### src/rtl/irq_prio_ctrl.sv
module irq_prio_ctrl (
  input  logic       clk,
  input  logic       rst_n,
  input  logic [7:0] irq_in,
  input  logic       wr_en,
  input  logic       wr_sel,
  input  logic [7:0] wr_data,
  input  logic       rd_en,
  input  logic       rd_sel,
  output logic [7:0] rd_data,
  input  logic       int_ack,
  output logic       int_out,
  output logic [2:0] ack_line
);

  logic [7:0] irq_q, irr, isr, imr;
  logic [2:0] low;
  logic       smm, poll_pend;

  function automatic logic [3:0] pick(input logic [7:0] v, input logic [2:0] lo);
    logic [2:0] ln;
    pick = 4'd0;
    for (int k = 7; k >= 0; k--) begin
      ln = lo + 3'(k) + 3'd1;
      if (v[ln]) pick = {1'b1, ln};
    end
  endfunction

  logic [7:0] cand;
  logic       win_v, top_v, allowed, take;
  logic [2:0] win, top, win_rank, top_rank;

  assign cand = irr & ~imr & (smm ? ~isr : 8'hFF);
  assign {win_v, win} = pick(cand, low);
  assign {top_v, top} = pick(isr, low);
  assign win_rank = win - low - 3'd1;
  assign top_rank = top - low - 3'd1;
  assign allowed  = win_v & (smm | ~top_v | (win_rank < top_rank));
  assign int_out  = allowed & ~poll_pend;
  assign ack_line = win_v ? win : 3'd0;
  assign take     = (int_ack & int_out) | (rd_en & poll_pend & allowed);

  logic       cmd, c_ns, c_sp, c_rot, c_low, c_smm_on, c_smm_off, c_poll;
  assign cmd       = wr_en & ~wr_sel;
  assign c_ns      = cmd & (wr_data == 8'h20);
  assign c_sp      = cmd & (wr_data[7:3] == 5'b01100);
  assign c_rot     = cmd & (wr_data == 8'hA0);
  assign c_low     = cmd & (wr_data[7:3] == 5'b11000);
  assign c_smm_on  = cmd & (wr_data == 8'h68);
  assign c_smm_off = cmd & (wr_data == 8'h48);
  assign c_poll    = cmd & (wr_data == 8'h0C);

  logic [7:0] isr_clr, win_bit, edges;
  assign win_bit = take ? (8'd1 << win) : 8'd0;
  assign edges   = irq_in & ~irq_q;
  always_comb begin
    isr_clr = 8'd0;
    if ((c_ns | c_rot) && top_v) isr_clr = 8'd1 << top;
    if (c_sp) isr_clr = 8'd1 << wr_data[2:0];
  end

  always_ff @(posedge clk) begin
    if (!rst_n) begin
      irq_q <= '0; irr <= '0; isr <= '0; imr <= '0;
      low <= 3'd7; smm <= 1'b0; poll_pend <= 1'b0;
    end else begin
      irq_q <= irq_in;
      irr   <= (irr & ~win_bit) | edges;
      isr   <= (isr & ~isr_clr) | win_bit;
      if (wr_en && wr_sel) imr <= wr_data;
      if (c_rot && top_v) low <= top;
      else if (c_low)     low <= wr_data[2:0];
      if (c_smm_on)       smm <= 1'b1;
      else if (c_smm_off) smm <= 1'b0;
      if (c_poll)     poll_pend <= 1'b1;
      else if (rd_en) poll_pend <= 1'b0;
    end
  end

  assign rd_data = poll_pend ? (allowed ? {5'b10000, win} : 8'h00)
                             : (rd_sel ? irr : isr);

  assert_edge_latched_R2: assert property (@(posedge clk) disable iff (!rst_n)
    (edges != 8'd0) |=> ((irr & $past(edges)) == $past(edges)));
  assert_ack_moves_R4: assert property (@(posedge clk) disable iff (!rst_n)
    (int_ack && int_out) |=> isr[$past(ack_line)]);
  assert_nest_R5: assert property (@(posedge clk) disable iff (!rst_n)
    (int_out && !smm) |-> !isr[ack_line]);
  assert_mask_R6: assert property (@(posedge clk) disable iff (!rst_n)
    int_out |-> !imr[ack_line]);
  assert_specific_eoi_R8: assert property (@(posedge clk) disable iff (!rst_n)
    (c_sp && !int_ack && !(rd_en && poll_pend)) |=> !isr[$past(wr_data[2:0])]);
  assert_poll_quiet_R12: assert property (@(posedge clk) disable iff (!rst_n)
    c_poll |=> !int_out);

endmodule

### config.mk
export PLATFORM = sky130hd
export DESIGN_NAME = irq_prio_ctrl
export DESIGN_NICKNAME = d
export VERILOG_FILES = /design/src/rtl/irq_prio_ctrl.sv
export SDC_FILE = /design/constraint.sdc
export NUM_CORES = 1
export LEC_CHECK = 0
export ABC_AREA = 1
export BUFFER_PORTS_ARGS = -buffer_cell sky130_fd_sc_hd__buf_4
export CAP_MARGIN = 15
export CORE_ASPECT_RATIO = 1.2
export CORE_MARGIN = 4
export CORE_UTILIZATION = 40
export CTS_BUF_LIST = sky130_fd_sc_hd__clkbuf_4
export CTS_CLUSTER_DIAMETER = 150
export DETAILED_ROUTE_END_ITERATION = 10
export GPL_TIMING_DRIVEN = 0
export PLACE_DENSITY = 0.57
export SYNTH_ARGS = -nofsm -noshare
export SYNTH_HDL_FRONTEND = slang
export SYNTH_SLANG_ARGS = --single-unit
export TNS_END_PERCENT = 100
### constraint.sdc
create_clock -name clk -period 4.4 [get_ports clk]
set_input_delay 0.66 -clock clk [delete_from_list [all_inputs] [get_ports clk]]
set_output_delay 0.66 -clock clk [all_outputs]
set_load 0.03 [all_outputs]
Yosys cells after proc, flatten, opt, wreduce, memory -nomap -nowiden --
Cells that the tools add are included.
Operators by class: add/sub/neg operators 18, magnitude comparators 9, equal/unequal tests 7, shift-type cells 3, muxes and demuxes 62, bitwise logic cells 32, reduce and logical (&&, ||, !) cells 6
Operator list (number):
- 4-bit 2-to-1 mux | 16
- 8-bit 2-to-1 mux | 7
- 1-bit binary-select mux with 3-bit select | 16
- 8-bit AND | 5
- 8-bit inverter | 5
- 3-bit by 4-bit < comparator with 1-bit output, second input constant | 8
- 3-bit by 1-bit adder with 3-bit output, second input constant | 8
- 1-bit by 3-bit << shifter with 8-bit output, first input constant | 3
- 1-bit 2-to-1 mux | 20
- 8-bit by 7-bit == test with 1-bit output, second input constant | 2
- 8-bit OR | 2
- 1-bit AND | 13
- 3-bit adder, second input constant | 4
- 3-bit 2-to-1 mux | 3
- 8-bit by 4-bit == test with 1-bit output, second input constant | 1
- 8-bit by 6-bit == test with 1-bit output, second input constant | 1
- 8-bit == test, second input constant | 1
- 3-bit by 2-bit adder with 3-bit output, second input constant | 2
- 2-bit nonzero test | 3
- 3-bit by 1-bit subtractor with 3-bit output, second input constant | 2
- 3-bit subtractor | 2
- 5-bit by 4-bit == test with 1-bit output, second input constant | 1
- 5-bit == test, second input constant | 1
- 1-bit OR | 4
- other kinds (3) | 7
Word-level totals: flip-flop bits (word level) 37, input port bits 23, output and inout port bits 12, word-level logic and storage cells 144

Longest topological paths before layout --
Gate-level depths: netlist of run 1.
word-level depth 25, gate-level depth with buffers 31, mapped depth without buffers 30

Least setup slack after synthesis of run 1 --
Ideal clock, no wire load.
kind register to output, start point reg low[1], end point out rd_data[0], arrival 4.433 ns, data required time 3.740 ns, path slack -0.693 ns, stages on the path, launching flop included 29, buffers on the path 2, path through dfxtp_1 -> inv_1 -> clkbuf_1 -> ha_1 -> inv_1 -> buf_2 -> nand3_1 -> nand3_2 -> nand2_1 -> inv_1 -> nand2_1 -> nand2_1 -> nand2_1 -> nand2_1 -> nand2_1 -> nand2_1 -> nand2_2 -> ha_1 -> fa_1 -> xnor2_1 -> xor2_1 -> ha_1 -> a21oi_1 -> a21oi_1 -> nand2_1 -> nand2_2 -> nor2_1 -> inv_1 -> o22ai_1
Between the ends: longest elaborated chain between the ends 19, elaborated cells between the ends (all ways) 73, classes of those cells add/sub (18); order compare (1); mux (50); bitwise (4)
RTL lines:
- start: declaration | line 17 | logic [2:0] low;
- start signal: assignment | line 71 | if (c_rot && top_v) low <= top;
- start signal: assignment | line 72 | else if (c_low) low <= wr_data[2:0];
- 3-bit adder | line 24 | ln = lo + 3'(k) + 3'd1;
- 3-bit by 1-bit adder with 3-bit output | line 24
- 1-bit binary-select mux with 3-bit select | line 25 | if (v[ln]) pick = {1'b1, ln};
- 1-bit 2-to-1 mux (implied by the code) | line 25
- 4-bit 2-to-1 mux (8 in a row) | line 25
- 3-bit subtractor (on tied branches) | line 36, 37
- 3-bit by 1-bit subtractor with 3-bit output (on tied branches) | line 36, 37
- 3-bit < comparator | line 38 | assign allowed = win_v & (smm | ~top_v | (win_rank < top_rank));
- 1-bit OR | line 38
- 1-bit AND | line 38
- 8-bit 2-to-1 mux * (2 in a row) | line 80 | assign rd_data = poll_pend ? (allowed ? {5'b10000, win} : 8'h00)
- end: declaration | line 10 | output logic [7:0] rd_data,
Every way passes the cells marked *; elsewhere a longest branch is shown, timed or not. The select of a mux whose other input is x is not followed.

Worst setup path after layout of run 1 --
start point reg low[0], end point out ack_line[0]
Between the ends: longest elaborated chain between the ends 13, elaborated cells between the ends (all ways) 39, classes of those cells add/sub (14); mux (25)
RTL lines:
- 3-bit adder | line 24
- 3-bit by 1-bit adder with 3-bit output | line 24
- 1-bit binary-select mux with 3-bit select | line 25
- 1-bit 2-to-1 mux (implied by the code) | line 25
- 4-bit 2-to-1 mux (7 in a row) | line 25
- 4-bit 2-to-1 mux * | line 25
- 3-bit 2-to-1 mux * | line 40 | assign ack_line = win_v ? win : 3'd0;
- end: declaration | line 13 | output logic [2:0] ack_line
Marks and branches as above.

==> flow_summary.toml, run 1 <==
[clocking]
ctsHoldBuffers = 0
clock_tree.root_cell = "clkbuf_4"
cts_sinks = 37
cts.path.max_buffers = 2
cts_buffers = 5
cts_tree = "yes"
htree_levels = 2
path_clk_slew_ns = 0.11
worstSkewPairLatency_ns = 0.35

[critical_path]
start_kind = "flop"
crit_slowest_cell = "dfxtp_2"
path_buf_inv = 22
reg2reg_slack_ns = 0.05
critPathTopFamily = "buffers and inverters"
path_common_cell = "buf_4"
crit_fanout = 6
path_class = "flop to output pin"
crit_path_start = "low[0]$_SDFFE_PN1P_"
r2r_start = "low[1]$_SDFFE_PN1P_"
critPathMaxStageDelay_ns = 0.36
end_kind = "output pin"
crit_arrival_ns = 4.36
cp_data_required_time_ns = 3.74

[global_routing]
grt_max_degree = 13
grt_first_pass_wirelength_mm = 18.40
antenna_found_initial = 0
first_global_vias = 3750
grt_overflow_total = 0
grtUsageTotal_pct = 23.67

[yosys]
synthAdderAreaFrac_pct = 3.800
yosys.area.top_type = "dfxtp_1"
synthMostInstantiatedCell = "nand2_1"
synth_compound_area_share_pct = 11.59
synth_xor_area_share_pct = 3.316
yosys.area_share.simple_pct = 47.39
netlist_area_um2 = 3358
yosysWarnings = 0
synth_flop_cell = "dfxtp_1"
synth.distinct_cells = 43
syn_nets = 613
synth_edf_count = 0
ys_seq_area_share_pct = 22.06
synthCells = 581
avgSynthCellArea_um2 = 5.780
synthArstFlopShare_pct = 0
synth.top_cell.area_share_pct = 22.06
synth_mux_area_share_pct = 0
synth_area_leaders = "dfxtp_1, nand2_1, inv_1"
ys_ff_latch = 37
synth_top_cells_by_count = "nand2_1, inv_1, nor2_1"
synth_top_family_by_area = "simple AND/OR/NAND/NOR gates"

[sta]
fin_crit_sh_pct = 114.0
finClkSkew_ns = 0.005168
period_minus_slack_ns = 5.017
rsz0062_at_grt = "yes"
timing.final.ws_setup_ns = -0.6171
final_hold_viol_count = 0
fin_setup_tns_ns = -3.472
setup_viol = 6
fmax_ghz = 0.1993
worst_slew_pin_slew_ns = 0.5004
relSlewSlack_pct = 66.59
slew_violations = 0

[detailed_routing]
drt_iter0_drc = 192
wire_per_inst_um = 15.09
vias = 4048
vias_per_cell = 5.144
drt-pass1-iter-count = 6
totalWireLength_mm = 11.88
drc = 0
antenna_left = 0

[cells_and_area]
final-seq-area_um2 = 745.7
multi_input_area_um2 = 2465
fin_util_pct = 55.62
finish.net_count = 706
area_growth_pct = 35.02
fill_cells = 853
final_cells = 787
final_layout_size_suffix_gt1_share_pct = 28.23
n_antenna_cell = 0

[power]
clkPwrFrac_pct = 11.4
p_leak_nw = 2.332
peakVddDrop_uv = 232.1
p_comb_share_pct = 61.3
swShare_pct = 46.01
total_power_w = 0.001466
p_per_area_nw_per_um2 = 323.4
internal_power_w = 0.0007917
seqPwrFrac_pct = 27.3
net-switching-power_w = 0.0006747

[floorplanning]
io_pins = 35
rows = 36
die_h_um = 108.4
die_area_um2 = 9932
core-area_um2 = 8153
die_w_um = 91.65
start_util_pct = 41.19

[placement]
dp_cells = 726
port_buffers = 31
place_ws_ns = -0.6536
dp.final_hpwl_mm = 8.775
gp_congestion = 0.9191

[run]
drv_cap = 0

[outcome]
status = "finished with violations"
violations = "setup timing"

[worst_hold_path]
hp-start = "irq_q[3]$_SDFF_PN0_"
min_path_type = "flop to flop"
## sequential cells by signal (all words and copies together) (netlist names)
name,cells
low,3
irr,8
isr,8
imr,8
irq_q,8
poll_pend,1
smm,1
## placed cells by master (no fill, tap or decap), types with 5 or more instances in the layout
master and instances:
nand2_1 182, buf_4 78, inv_1 64, nor2_1 57, nand3_1 41, dfxtp_1 35, nand4_1 27, a21oi_1 23
o21ai_0 18, nand2_2 15, buf_6 13, nand3_2 12, inv_2 10, a21oi_2 6, o21ai_1 6, or2_2 6
clkbuf_1 6, nand2_4 5, nor2_2 5, clkbuf_4 5
## final cells by class
type / instances / area share, %
repair buffers: 86 / 15.09
well taps: 114 / 3.146
plain buffers: 17 / 3.394
flip-flops and latches: 37 / 16.45
inverters: 78 / 6.623
clock buffers: 5 / 0.8278
clock inverters: 1 / 0.1104
multi-input cells: 449 / 54.36
## cell families (layout without fill, tap and decap cells)
family,after synthesis,after routing
adders and majority gates,9,9
xor gates and xnor gates,8,8
AOI/OAI and AO/OA,69,69
DFF,37,37
and+or+nand+nor,363,363
buffers and inverters,95,187
## metrics by stage
step / hold slack (ns) / cell area (um^2)
global placement: 0.4609 / 3800
finish: 0.4723 / 4534
CTS: 0.4855 / 4360
floorplan: 0.4499 / 3425
detailed placement: 0.4700 / 3800
global route: 0.4937 / 4534
## worst register-to-register path: cells and delay by family (launching register included)
kind                       cells  cell delay, ns
and+or+nand+nor               12            1.05
AOI/OAI and AO/OA              4            0.49
xor gates and xnor gates       3            0.54
adders and majority gates      4            1.15
DFF                            1            0.39
buffers and inverters          7            0.65
## final timing paths
path,end,depth (start not counted)
setup / recovery,ack_line[0],29
hold / removal,irr[3]$_SDFF_PN0_,2
setup reg to reg,irr[6]$_SDFF_PN0_,30
hold reg to reg,irr[3]$_SDFF_PN0_,2
## metal layers
| metal | track usage, % | vias up | wire, um |
|---|---|---|---|
| li1 | - | 2048 | - |
| met2 | 43.29 | 129 | 6132 |
| met5 | 0 | - | 0 |
| met1 | 27.06 | 1827 | 4623 |
| met3 | 2.853 | 44 | 578 |
| met4 | 11.75 | 0 | 540 |
## timing repair
item | CTS | global route
endpoints found under the setup margin | 21 | 22
pin swaps | 19 | 16
resized for setup | 48 | 26
setup buffers | 44 | 11
## power groups by stage
| stage | Combinational [W] | Clock [W] | Sequential (W) |
|---|---|---|---|
| 2_1_floorplan | 0.000503 | 0 | 0.000391 |
| 3_3_place_gp | 0.000671 | 0 | 0.000408 |
| 3_5_place_dp | 0.000677 | 0 | 0.000408 |
| 4_1_cts | 0.000839 | 0.000171 | 0.000400 |
| 5_1_grt | 0.000994 | 0.000187 | 0.000404 |
| 6_report | 0.000899 | 0.000167 | 0.000401 |
Power figures use the tool's default switching activity.
==> run 2: changes to the inputs <==
- ABC_AREA: 1 -> default
- BUFFER_PORTS_ARGS: -buffer_cell sky130_fd_sc_hd__buf_4 -> -buffer_cell sky130_fd_sc_hd__buf_2
- PLACE_DENSITY: 0.57 -> 0.56
==> run 2 against run 1 <==
Largest power group unchanged. The flow still finishes with violations (setup timing). Die area increased by 17%. Critical endpoint is now rd_data[7]. Setup slack got worse by 0.83 ns. Flip-flop and latch count unchanged.
==> flow_summary.toml, run 2 <==
[detailed_routing]
totalWireLength_mm = 14.09
top_layer = "met4"
met1_length_mm = 5.566
vias = 4232
drt-pass1-iter-count = 5
vias_per_cell = 6.080
antenna_left = 0
met3_length_um = 659
drt_iter0_drc = 308
drc = 0
wl_met2_mm = 7.174
wire_per_inst_um = 20.25

[yosys]
synthCells = 486
syn_nets = 518
synth_area_leaders = "dfxtp_1, nand2_1, mux4_2"
avgSynthCellArea_um2 = 8.156
yosys.area_share.simple_pct = 28.38
synth_mux_area_share_pct = 17.71
yosysWarnings = 0
synth_edf_count = 0
synth.top_cell.area_share_pct = 18.69
ys_seq_area_share_pct = 18.69
synth_top_cells_by_count = "nand2_1, dfxtp_1, nand3_1"
yosys.area.top_type = "dfxtp_1"
synthArstFlopShare_pct = 0
synthAdderAreaFrac_pct = 3.220
synth_top_family_by_area = "simple AND/OR/NAND/NOR gates"
synth_xor_area_share_pct = 2.146
synthMostInstantiatedCell = "nand2_1"
netlist_area_um2 = 3964
synth_flop_cell = "dfxtp_1"
ys_ff_latch = 37
synth.distinct_cells = 81
synth_compound_area_share_pct = 23.17

[sta]
fin_crit_sh_pct = 132.9
finClkSkew_ns = 0.009969
setup_viol = 21
period_minus_slack_ns = 5.848
worst_slew_pin_slew_ns = 0.8276
timing.final.ws_setup_ns = -1.448
fmax_ghz = 0.1710
rsz0062_at_grt = "yes"
relSlewSlack_pct = 44.82
final_hold_viol_count = 0
slew_violations = 0

[cells_and_area]
final_common_cell = "nand2_1"
final_layout_size_suffix_gt1_share_pct = 34.73
fill_cells = 859
mostFrequentLayoutCells = "nand2_1, buf_4, dfxtp_1"
finish.net_count = 604
finish.instance_area_um2 = 5261
area_growth_pct = 32.73
n_antenna_cell = 0
fin_util_pct = 54.73

[power]
net-switching-power_w = 0.0006717
clkPwrFrac_pct = 11.5
p_leak_nw = 2.151
peakVddDrop_uv = 239.2
internal_power_w = 0.0008672
p_comb_share_pct = 62.6
swShare_pct = 43.65
seqPwrFrac_pct = 26.0
p_per_area_nw_per_um2 = 292.5

[floorplanning]
core-area_um2 = 9613
io_pins = 35
start_util_pct = 41.23
die_w_um = 98.88
die_h_um = 117.1
rows = 39
die_area_um2 = 11570

[critical_path]
critPathTopFamily = "adder cells"
path_class = "flop to output pin"
critPathMaxStageDelay_ns = 0.36
reg2reg_slack_ns = -0.97
crit_fanout = 6
start_kind = "flop"
reg2regPathDepth = 27
crit_path_start = "low[1]$_SDFFE_PN1P_"
path_buf_inv = 8
crit_arrival_ns = 5.19
cp_data_required_time_ns = 3.74
end_kind = "output pin"
r2r_start = "low[1]$_SDFFE_PN1P_"
r2r-end = "irr[4]$_SDFF_PN0_"
crit_slowest_cell = "dfxtp_2"

[clocking]
cts_buffers = 5
cts.path.max_buffers = 2
htree_levels = 2
path_clk_slew_ns = 0.11
worstSkewPairLatency_ns = 0.35
cts_tree = "yes"
clock_tree.root_cell = "clkbuf_4"
ctsHoldBuffers = 0
cts_sinks = 37

[placement]
dp.final_hpwl_mm = 10.04
dpl_cell_area_um2 = 4431
gp_congestion = 0.9562
port_buffers = 28

[global_routing]
grt_overflow_total = 0
grt_max_degree = 12
grtUsageTotal_pct = 24.14
grt_first_pass_wirelength_mm = 21.92
antenna_found_initial = 0
first_global_vias = 4174

[worst_hold_path]
hp-start = "imr[7]$_SDFFE_PN0P_"
min_path_type = "flop to flop"
hold_end = "imr[7]$_SDFFE_PN0P_"
holdPathStages = 2

[outcome]
status = "finished with violations"
violations = "setup timing"

[run]
drv_cap = 0
run 2: metal layers:
layer	global-route usage (%)	vias to the layer above
met5	0	-
met4	12.93	0
met3	2.312	40
met2	44.13	144
met1	27.88	2034
li1	-	2014
run 2: area by class of cell:
cell class | instances | area [um^2] | area share (%)
plain buffers | 28 | 247.7 | 4.709
inverters | 17 | 115.1 | 2.188
well taps | 123 | 153.9 | 2.925
clock buffers | 5 | 37.54 | 0.7134
multi-input cells | 404 | 3326 | 63.21
flip-flops and latches | 37 | 743.2 | 14.13
clock inverters | 3 | 12.51 | 0.2378
repair buffers | 79 | 625.6 | 11.89
run 2: timing repair:
action                                  in CTS  in global routing
resized for setup                           68                 20
hold endpoints to repair                     0                  0
cloned                                       1                  0
pin swaps                                   27                 24
endpoints found under the setup margin      22                 22
buffers inserted                            41                  9
run 2: stage by stage:
step                      TNS [ns]  setup slack, ns  std cells  hold WS (ns)  power [W]
final                       -21.36           -1.448        696        0.4780   0.001539
after global routing        -24.99           -1.600        696        0.4958   0.001627
after CTS                   -17.80           -1.391        687        0.4795   0.001429
after detailed placement    -28.15           -1.648        637        0.4636   0.001078
after global placement      -28.73           -1.644        637        0.4604   0.001077
after floorplan             -8.370          -0.7108        486        0.4391  0.0008919
run 2: kinds of logic (layout without fill, tap and decap cells):
| kind of cell | Yosys count | after routing |
|---|---|---|
| xor gates and xnor gates | 8 | 8 |
| buffers and inverters | 45 | 132 |
| adders and majority gates | 9 | 9 |
| DFF | 37 | 37 |
| AOI/OAI and AO/OA | 130 | 130 |
| and+or+nand+nor | 213 | 213 |
| muxes | 44 | 44 |
run 2: tightest hold or removal path, stage by stage, from the launching register on:
cell and delay (ns):
dfxtp_1 0.33, nand2_1 0.05, a21boi_0 0.06
run 2: how the worst max path moves through the flow:
stage / end / depth (start not counted)
after floorplan: rd_data[7] / 23
after global placement: rd_data[0] / 24
after detailed placement: rd_data[7] / 22
after CTS: rd_data[7] / 24
after global routing: rd_data[7] / 24
final: rd_data[7] / 25
run 2: power by group through the flow:
| stage | logic (W) | clock network (W) | registers (W) |
|---|---|---|---|
| 2_1_floorplan | 0.000505 | 0 | 0.000387 |
| 3_3_place_gp | 0.000672 | 0 | 0.000405 |
| 3_5_place_dp | 0.000673 | 0 | 0.000406 |
| 4_1_cts | 0.000850 | 0.000181 | 0.000398 |
| 5_1_grt | 0.00103 | 0.000192 | 0.000404 |
| 6_report | 0.000963 | 0.000177 | 0.000399 |
==> run 3: changes to the inputs <==
- ABC_AREA: default -> 1
- PLACE_DENSITY: 0.56 -> 0.57
==> run 3 against run 2 <==
Largest cell class unchanged. Global-route usage fell by 0.24 points. The run still ends with setup timing left. Sequential power about the same. Via count decreased by 5.0%. Highest routed layer unchanged. Maximum frequency up 19%. Critical endpoint is now rd_data[0]. Register-to-register slack better by 1.0 ns. Worst hold slack worse by 0.010 ns. First-iteration DRC count shrank 20%.
==> flow_summary.toml, run 3 (same netlist as run 1, synthesis figures left out) <==
[outcome]
status = "finished with violations"
violations = "setup timing"

[critical_path]
cp_data_required_time_ns = 3.74
critPathMaxStageDelay_ns = 0.39
r2r-end = "irr[3]$_SDFF_PN0_"
start_kind = "flop"
path_buf_inv = 9
reg2regPathDepth = 30
r2r_start = "low[1]$_SDFFE_PN1P_"
path_common_cell = "nand2_1"
path_class = "flop to output pin"
reg2reg_slack_ns = 0.07
crit_fanout = 4
crit_arrival_ns = 4.26
critPathTopFamily = "adder cells"
crit_slowest_cell = "dfxtp_4"
end_kind = "output pin"

[power]
p_leak_nw = 2.283
p_per_area_nw_per_um2 = 339.9
peakVddDrop_uv = 373.9

[sta]
whs_ns = 0.4680
worst_slew_pin_slew_ns = 0.5121
relSlewSlack_pct = 65.86
setup_viol = 6
final_hold_viol_count = 0
rsz0062_at_grt = "yes"
fmax_ghz = 0.2031
timing.final.ws_setup_ns = -0.5229
finClkSkew_ns = 0.009185
fin_crit_sh_pct = 111.9
slew_violations = 0
period_minus_slack_ns = 4.923

[detailed_routing]
top_layer = "met4"
drc = 0
met1_length_mm = 4.648
vias_per_cell = 5.121
drt_iter0_drc = 245
met3_length_um = 546
wl_met2_mm = 5.900
wire_per_inst_um = 14.81
drt-pass1-iter-count = 5
vias = 4020
antenna_left = 0
totalWireLength_mm = 11.63

[cells_and_area]
finish.net_count = 702
final_common_cell = "nand2_1"
area_growth_pct = 32.79
final_layout_size_suffix_gt1_share_pct = 27.12
mostFrequentLayoutCells = "nand2_1, inv_1, nor2_1"
finish.instance_area_um2 = 4459
n_antenna_cell = 0

[global_routing]
grt_max_degree = 13
grtUsageTotal_pct = 23.90
grt_overflow_total = 0
antenna_found_initial = 0
grt_first_pass_wirelength_mm = 18.81
first_global_vias = 3861

[placement]
port_buffers = 31
dpl_cell_area_um2 = 3722
dp.final_hpwl_mm = 8.685
gp_congestion = 0.9237

[worst_hold_path]
hp-start = "irq_q[7]$_SDFF_PN0_"
holdPathStages = 2
min_path_type = "flop to flop"
hold_end = "irr[7]$_SDFF_PN0_"

[clocking]
worstSkewPairLatency_ns = 0.34
htree_levels = 2
path_clk_slew_ns = 0.12
cts_tree = "yes"
cts.path.max_buffers = 2
cts_buffers = 5
clock_tree.root_cell = "clkbuf_4"
cts_sinks = 37

[floorplanning]
start_util_pct = 41.19
die_w_um = 91.65
die_h_um = 108.4
core-area_um2 = 8153
die_area_um2 = 9932
rows = 36
io_pins = 35

[run]
drv_cap = 0
-- run 3: cell types whose count changed in the layout (fill, tap and decap cells not counted), moves of 12 or more --
cell,before,now
nand2_1,60,183
nand3_1,30,43
mux2i_1,18,0
nand2b_1,18,0
nor2_1,19,57
inv_1,9,64
nand4_1,10,27
mux4_2,14,0
and2_1,13,1
a31oi_1,18,0
-- run 3: routing by layer --
| metal | up-vias | track usage, % |
|---|---|---|
| met5 | - | 0 |
| met4 | 0 | 11.85 |
| met3 | 31 | 2.505 |
| met2 | 118 | 43.55 |
| met1 | 1833 | 27.69 |
| li1 | 2038 | - |
-- run 3: report_power, final --
part,switching (W),leakage [nW],total (W),internal (W)
clock network,0.000119,0.0389,0.000237,0.000118
registers,0.0000383,0.304,0.000402,0.000364
logic,0.000523,1.94,0.000877,0.000354
total,0.000681,2.28,0.00152,0.000835
-- run 3: layout make-up --
type | instances | area (um^2)
Fill cell | 860 | 3694
Multi-Input combinational cell | 449 | 2439
Sequential cell | 37 | 749.5
Timing Repair Buffer | 82 | 591.8
Inverter | 78 | 300.3
Buffer | 17 | 157.7
Tap cell | 114 | 142.6
Clock inverter | 3 | 41.29
Clock buffer | 5 | 37.54
-- run 3: worst reg2reg max path: cells and delay by family, from the launching register on --
| kind | cells | cell delay, ns |
|---|---|---|
| AND/OR/NAND/NOR | 10 | 0.86 |
| buffers and inverters | 9 | 0.98 |
| AO/OA/AOI/OAI | 5 | 0.54 |
| adder cells (fa/ha/maj) | 3 | 0.98 |
| XOR/XNOR | 3 | 0.51 |
| flip-flops | 1 | 0.39 |
-- run 3: worst max path at each step --
stage	from	endpoint	slack, ns	depth (start not counted)
final	low[1]$_SDFFE_PN1P_	rd_data[0]	-0.52	27
after global routing	low[1]$_SDFFE_PN1P_	rd_data[0]	-0.74	25
after CTS	low[1]$_SDFFE_PN1P_	rd_data[0]	-0.56	25
after detailed placement	low[0]$_SDFFE_PN1P_	rd_data[0]	-0.65	29
after global placement	low[0]$_SDFFE_PN1P_	rd_data[0]	-0.59	29
after floorplan	low[1]$_SDFFE_PN1P_	rd_data[0]	0.001	27
-- run 3: repair_timing --
item,in CTS,in global routing
endpoints found under the setup margin,21,22
gates cloned,0,0
pin swaps,19,16
buffers inserted,43,8
gates resized for setup,54,21
endpoints found under the hold margin,0,0
hold buffers,0,0
-- run 3: metrics by stage --
stage / TNS (ns) / util [%] / power (W) / instances / setup WS, ns
after floorplan: 0 / - / 0.0008939 / 581 / 0.001092
after global placement: -3.250 / 45.66 / 0.001057 / 726 / -0.5926
after detailed placement: -4.406 / 45.66 / 0.001067 / 726 / -0.6529
after CTS: -2.987 / 53.13 / 0.001460 / 777 / -0.5602
after global routing: -5.107 / 54.70 / 0.001633 / 785 / -0.7448
final: -2.908 / 54.70 / 0.001516 / 785 / -0.5229
